## config.mk

```make
export PLATFORM = sky130hd
export DESIGN_NAME = i2c_tag_master
export DESIGN_NICKNAME = d
export VERILOG_FILES = /design/src/rtl/i2c_tag_master.sv
export SDC_FILE = /design/constraint.sdc
export NUM_CORES = 1
export LEC_CHECK = 0
export BUFFER_PORTS_ARGS = -buffer_cell sky130_fd_sc_hd__buf_2
export CAP_MARGIN = 40
export CORE_MARGIN = 1
export CORE_UTILIZATION = 60
export CTS_BUF_LIST = sky130_fd_sc_hd__clkbuf_16
export DETAILED_ROUTE_END_ITERATION = 16
export GPL_TIMING_DRIVEN = 0
export HOLD_SLACK_MARGIN = 0.15
export PLACE_DENSITY = 0.89
export SETUP_SLACK_MARGIN = 0.2
export SLEW_MARGIN = 0
export SYNTH_ARGS = -nofsm -noshare
export SYNTH_HDL_FRONTEND = slang
export SYNTH_SLANG_ARGS = --single-unit
```

## constraint.sdc

```tcl
create_clock -name clk -period 10.5 [get_ports clk]
set_input_delay 1.05 -clock clk [delete_from_list [all_inputs] [get_ports clk]]
set_output_delay 1.05 -clock clk [all_outputs]
set_load 0.02 [all_outputs]
```

## src/rtl/i2c_tag_master.sv

```systemverilog
module i2c_tag_master #(
  parameter int DIV_W = 10
) (
  input  logic             clk,
  input  logic             rst_n,
  input  logic             cmd_valid,
  input  logic [9:0]       cmd_word,
  output logic             cmd_ready,
  input  logic [DIV_W-1:0] div_hi,
  input  logic [DIV_W-1:0] div_lo,
  output logic             scl_oe,
  input  logic             scl_in,
  output logic             sda_oe,
  input  logic             sda_in,
  output logic             tx_req,
  output logic             rx_push,
  output logic [7:0]       rx_byte,
  output logic             bus_active,
  output logic             nack_evt,
  output logic             arb_evt,
  output logic             done_evt
);
  localparam logic [DIV_W-1:0] ONE = 1;
  localparam logic [DIV_W-1:0] TWO = 2;

  typedef enum logic [3:0] {IDLE, STA1, STA2, BLO, BHI, FETCH, RSL, STO1, STO2, STO3} st_t;
  st_t st;

  logic [9:0]       cur;
  logic [7:0]       sh;
  logic [3:0]       bitn;
  logic             rd, is_addr, have_addr, addr_next;
  logic [DIV_W-1:0] cnt;

  wire [DIV_W-1:0] hi_c = (div_hi < TWO) ? TWO : div_hi;
  wire [DIV_W-1:0] lo_c = (div_lo < TWO) ? TWO : div_lo;
  wire scl_rel  = (st == IDLE) || (st == STA1) || (st == STA2) || (st == BHI) || (st == STO2) || (st == STO3);
  wire [DIV_W-1:0] lim = scl_rel ? hi_c : lo_c;
  wire tick     = (cnt >= lim - ONE) && (!scl_rel || scl_in);
  wire txdir    = is_addr || !rd;
  wire ack_slot = (bitn == 4'd8);
  wire lost     = txdir && !ack_slot && sh[7] && !sda_in;

  assign scl_oe     = !scl_rel;
  assign cmd_ready  = (st == IDLE) || (st == FETCH);
  assign tx_req     = (st == FETCH) && !cmd_valid;
  assign bus_active = (st != IDLE);

  always_comb begin
    case (st)
      STA2, STO1, STO2: sda_oe = 1'b1;
      BLO, BHI:         sda_oe = ack_slot ? (!txdir && !cur[9]) : (txdir && !sh[7]);
      default:          sda_oe = 1'b0;
    endcase
  end

  always_ff @(posedge clk or negedge rst_n) begin
    if (!rst_n) begin
      st <= IDLE; cur <= '0; sh <= '0; bitn <= '0; cnt <= '0;
      rd <= 1'b0; is_addr <= 1'b0; have_addr <= 1'b0; addr_next <= 1'b0;
      rx_push <= 1'b0; rx_byte <= '0; nack_evt <= 1'b0; arb_evt <= 1'b0; done_evt <= 1'b0;
    end else begin
      rx_push <= 1'b0; nack_evt <= 1'b0; arb_evt <= 1'b0; done_evt <= 1'b0;
      if (st == IDLE || st == FETCH || tick) cnt <= '0;
      else if (!scl_rel || scl_in)           cnt <= cnt + ONE;
      case (st)
        IDLE: if (cmd_valid && cmd_word[8]) begin
          cur <= cmd_word; have_addr <= 1'b1; addr_next <= 1'b0; st <= STA1;
        end
        STA1: if (tick) st <= STA2;
        STA2: if (tick) begin
          if (have_addr) begin
            sh <= cur[7:0]; rd <= cur[0]; is_addr <= 1'b1; bitn <= '0; st <= BLO;
          end else begin
            addr_next <= 1'b1; st <= FETCH;
          end
        end
        BLO: if (tick) st <= BHI;
        BHI: if (tick) begin
          if (lost) begin
            arb_evt <= 1'b1; st <= IDLE;
          end else if (!ack_slot) begin
            sh <= {sh[6:0], sda_in}; bitn <= bitn + 4'd1; st <= BLO;
          end else begin
            is_addr <= 1'b0;
            if (!txdir) begin rx_push <= 1'b1; rx_byte <= sh; end
            if (txdir && sda_in) begin nack_evt <= 1'b1; st <= STO1; end
            else if (cur[9] && cur[8]) begin have_addr <= 1'b0; st <= RSL; end
            else if (cur[9]) st <= STO1;
            else st <= FETCH;
          end
        end
        FETCH: if (cmd_valid) begin
          cur <= cmd_word;
          if (cmd_word[8] && !addr_next) begin
            have_addr <= 1'b1; st <= RSL;
          end else begin
            sh <= cmd_word[7:0]; is_addr <= addr_next; bitn <= '0; st <= BLO;
            if (addr_next) rd <= cmd_word[0];
            addr_next <= 1'b0;
          end
        end
        RSL:  if (tick) st <= STA1;
        STO1: if (tick) st <= STO2;
        STO2: if (tick) st <= STO3;
        STO3: if (tick) begin done_evt <= 1'b1; st <= IDLE; end
        default: st <= IDLE;
      endcase
    end
  end
endmodule

```

# Yosys cells after proc, flatten, opt, wreduce, memory -nomap -nowiden

Index checks and enable logic that the tools add are counted.

Bits in registers: 52
Output and inout bits: 17

Equality and inequality tests: 30
Bitwise operators: 2
Add/subtract/negate cells: 3
Reduce and logical (&&, ||, !) cells: 47
Magnitude comparators: 3
Muxes and demuxes: 88

Operators by type and width:

| operator                | number |
|---|---|
| $mux W10                | 7 |
| $mux W4                 | 17 |
| $mux W8                 | 7 |
| $mux W1                 | 41 |
| $pmux W4 S10            | 1 |
| $ne A2 B2 Y1 const B    | 17 |
| $pmux W8 S3             | 1 |
| $lt A10 B2 Y1 const B   | 2 |
| $pmux W10 S2            | 1 |
| $eq A4 B3 Y1 const B    | 4 |
| $reduce_and A8 Y1       | 2 |
| $eq A4 B4 Y1 const B    | 3 |
| $mux W3                 | 4 |
| $pmux W4 S3             | 1 |
| $reduce_and A6 Y1       | 2 |
| $logic_and A1 B1 Y1     | 11 |
| $add A10 B1 Y10 const B | 1 |
| $ge A10 B10 Y1          | 1 |
| $reduce_and A10 Y1      | 1 |
| $sub A10 B1 Y10 const B | 1 |
| $logic_not A1 Y1        | 9 |
| $logic_or A1 B1 Y1      | 9 |
| $pmux W1 S3             | 3 |
| $reduce_and A9 Y1       | 1 |
| 15 further kinds        | 26 |

# Longest topological paths before layout

Depth in word-level cells: 12
Depth in mapped cells: 20
Gate-level depth less buffers: 17

# Worst setup path after synthesis

No wires, ideal clock.

Path type: input port to flip-flop
From: in div_hi[6]
To: reg rx_byte[0]
Path slack: 6112 ps
Path buffers: 0
Stages on the path: 16
Data required time: 10375 ps
Arrival time: 4263 ps
Path through: nor4_1 -> nand2_1 -> o21ai_0 -> nor2_1 -> a31oi_1 -> ha_1 -> nand3_1 -> nor2_1 -> xor2_1 -> mux2i_1 -> ha_1 -> nand4_1 -> o21ai_0 -> a21oi_2 -> nor3_4 -> mux2_2

Longest elaborated chain between the ends: 7

Ends and longest elaborated chain:

| what                          | line | text |
|---|---|---|
| start: declaration            | 9    | `input logic [DIV_W-1:0] div_hi,` |
| $lt A10 B2 Y1                 | 35   | `wire [DIV_W-1:0] hi_c = (div_hi < TWO) ? TWO : div_hi;` |
| $mux W10 *                    | 35   |  |
| $mux W10 *                    | 38   | `wire [DIV_W-1:0] lim = scl_rel ? hi_c : lo_c;` |
| $sub A10 B1 Y10 *             | 39   | `wire tick = (cnt >= lim - ONE) && (!scl_rel \|\| scl_in);` |
| $ge A10 B10 Y1 *              | 39   |  |
| $logic_and A1 B1 Y1 *         | 39   |  |
| $reduce_and A5 Y1 (no line) * | n/a  |  |
| end signal: assignment        | 61   | `rx_push <= 1'b0; rx_byte <= '0; nack_evt <= 1'b0; arb_evt <= 1'b0; done_evt <= 1'b0;` |
| end signal: assignment        | 86   | `if (!txdir) begin rx_push <= 1'b1; rx_byte <= sh; end` |
| end: declaration              | 17   | `output logic [7:0] rx_byte,` |

Mark *: on every way between the ends. The rest lies on a longest branch, timed or not.
A chain may end at the register's enable or synchronous reset.

# Worst setup path in the final report

From: reg st[3]
To: reg rx_byte[2]

Longest elaborated chain between the ends: 11
Elaborated cells on any way between the ends: 18
Those cells by class: add/sub (1); order compare (1); eq/ne (5); mux (1); reduce/logical (10)

Ends and longest elaborated chain:

| what                                             | line | text |
|---|---|---|
| start: declaration                               | 27   | `st_t st;` |
| start signal: assignment                         | 59   | `st <= IDLE; cur <= '0; sh <= '0; bitn <= '0; cnt <= '0;` |
| start signal: assignment                         | 68   | `cur <= cmd_word; have_addr <= 1'b1; addr_next <= 1'b0; st <= STA1;` |
| start signal: assignment                         | 70   | `STA1: if (tick) st <= STA2;` |
| $eq A4 B1 Y1 or $logic_not A4 Y1 (tied branches) | 37   | `wire scl_rel = (st == IDLE) \|\| (st == STA1) \|\| (st == STA2) \|\| (st == BHI) \|\| (st == STO2) \|\| (st == STO3);` |
| $logic_or A1 B1 Y1 (5 in series)                 | 37   |  |
| $mux W10                                         | 38   |  |
| $sub A10 B1 Y10                                  | 39   |  |
| $ge A10 B10 Y1                                   | 39   |  |
| $logic_and A1 B1 Y1                              | 39   |  |
| $reduce_and A5 Y1 (no line) *                    | n/a  |  |

Marked as above.

==> flow_summary.ini <==
[cells_and_area]
final_common_cell = buf_2
nets = 464
layout-drive-gt1-share = 0.267
area_growth_pct = 15.4
multi_input_area_um2 = 2100
layout_common_cells = 56 x buf_2, 52 x dfrtp_1, 29 x nor2_1
ff_latch_area_um2 = 1300
num-fill-cells = 388
antenna_cells = 0

[cts]
htreeDepth = 2
cts_inserted_buffers = 5
cts_resized = 0
cts_setup_buffers = 0
clkTransAtPathRegs_ps = 70
cts_buffer_depth = 2
clk_latency_ps = 290
cts_root_buf = clkbuf_16
cts_tree = done
cts_sinks = 52
cts_hold_buffers = 0

[min_path]
hold_class = reg -> reg

[critical_path]
start_kind = register
crit_type = reg -> reg
cp-end-kind = register
cp.arrival_ps = 5130
critPathMaxFanout = 10
critPathRequiredTime_ps = 10680

[synthesis]
synthDistinctLibCells = 61
async_flop_share = 1.00
synth-edff-count = 0
ys_seq_area_frac = 0.374
synthCells = 356
synth-seq-cells = 52
synth-main-ff-cell = dfrtp_1
synth_top_area_cell = dfrtp_1
synth_area_um2 = 3480
synth_warnings = 0
syn_area_per_cell_um2 = 9.78
synth_fp_nets = 405
synth_top_cells_by_area = dfrtp_1 37%, mux2_2 9.1%, ha_1 5.0%
synth_top_area_frac = 0.374

[grt]
grt_use_total = 0.294
overflow = 0
grt_max_degree = 40
antenna_found_initial = 0
grt_pass1_vias = 3059
grt_pass1_wl_um = 14200

[pwr]
powerDensity_nw_per_um2 = 254
vdd_drop_max_mv = 0.145
p_leak_nw = 1.90

[placement]
io_buffers = 51
hpwl_um = 6110
gp_congestion = 0.957
pre_cts_ws_ps = 5250

[routing]
firstDrtPassIters = 5
drtIter0Drc = 333
vias = 3135
routedWlPerCell_um = 17.2
ant_nets = 0
vias_per_cell = 6.42
drc = 0
routed_wl_um = 8390

[sta]
fin_setup_tns_ps = 0
worst_pin_slew_ps = 690
relSlewSlack = 0.535
grt_setup_unrepaired = no
clock-skew-final_ps = 7.19
final-setup-viol-count = 0
setup_ws_ps = 5550
fin_crit_sh = 0.472
maxSlewViolCount = 0
min_period_ps = 4950
max_freq_mhz = 202
hold_violations = 0

[die]
die-area_um2 = 6110
ios = 52
dieHeight_um = 78.2
placementRows = 27
start_util = 0.628
coreArea_um2 = 5540
die-width_um = 78.2

[run]
maxCapViolCount = 0

[outcome]
status = finished, final reports clean
Yosys cell counts (4+ instances only):
cell / count
dfrtp_1: 52
ha_1: 14
a221o_1: 9
a21oi_1: 17
nor4_1: 5
nand3_1: 14
nor2b_1: 4
clkbuf_1: 8
nor2_1: 29
nand2b_1: 7
a21o_1: 4
nor3_1: 10
buf_2: 5
xor2_1: 14
inv_1: 6
nand4_1: 6
and3_1: 10
mux2i_1: 10
o21ai_0: 18
nand2_1: 18
nand3b_1: 4
or3_1: 6
mux2_2: 28
final cells by class:
type / instances / share of cell area
Multi-Input combinational cell: 284 / 0.522
Sequential cell: 52 / 0.324
Timing Repair Buffer: 52 / 0.0685
Clock buffer: 5 / 0.0311
Tap cell: 72 / 0.0224
Buffer: 14 / 0.0146
Clock inverter: 3 / 0.0115
Inverter: 6 / 0.00561
worst paths after layout:
kind	from	slack, ps	depth (start not counted)	end
min in group asynchronous	rst_n	650	1	cur[7]
max in group asynchronous	rst_n	9330	2	cnt[6]
max	st[3]	5550	18	rx_byte[2]
min	rx_byte[1]	500	1	rx_byte[1]
min reg2reg	rx_byte[1]	500	1	rx_byte[1]
max reg2reg	st[3]	5550	18	rx_byte[2]
power by group:
group,total (mW),internal [mW],switching (mW)
combinational,0.523,0.229,0.295
clock,0.190,0.113,0.0765
sequential,0.306,0.255,0.0510
total,1.02,0.597,0.422
state kept, by name, indices dropped and copies added, names as in the netlist:
name       flops
have_addr      1
rx_push        1
bitn           4
rx_byte        8
nack_evt       1
is_addr        1
rd             1
arb_evt        1
cnt           10
cur           10
sh             8
done_evt       1
st             4
addr_next      1
stage by stage:
step | util | cells | cell area, um^2 | hold WS [ps] | power [mW]
floorplan | - | 356 | 3480 | 464 | 0.698
global placement | 0.691 | 479 | 3830 | 477 | 0.798
detailed placement | 0.694 | 480 | 3850 | 490 | 0.821
CTS | 0.725 | 488 | 4020 | 505 | 1.02
global route | 0.725 | 488 | 4020 | 525 | 1.09
finish | 0.725 | 488 | 4020 | 505 | 1.02
logic make-up after synthesis:
| group | count (synthesis) | synth area share |
|---|---|---|
| adder cells (fa/ha/maj) | 14 | 0.0503 |
| flip-flops | 52 | 0.374 |
| buffers and inverters | 20 | 0.0234 |
| AO/OA/AOI/OAI | 80 | 0.164 |
| AND/OR/NAND/NOR | 134 | 0.223 |
| XOR/XNOR | 17 | 0.0428 |
| multiplexers | 39 | 0.124 |
critical path, cell delays in order (launching register included):
cell	delay (ps)
dfrtp_1	320
buf_2	220
clkbuf_1	360
o21ai_0	170
nand2_1	230
buf_2	310
nor2_1	80
a31oi_1	250
ha_1	240
nand3_1	170
nor2_1	160
xor2_1	180
mux2i_1	100
ha_1	300
nand4_1	70
o21ai_0	560
a21oi_2	240
nor3_4	480
mux2_2	390
metal layers:
metal  routed length (um)  vias to the layer above  track usage  share of wire
met1                 3550                     1505        0.381           0.42
met4                  173                        0        0.104          0.021
met5                    0                        -            0              0
met3                  617                       20       0.0488          0.074
met2                 4060                      159        0.497           0.48
li1                     -                     1451            -              -
(Power assumes the default switching activity.)
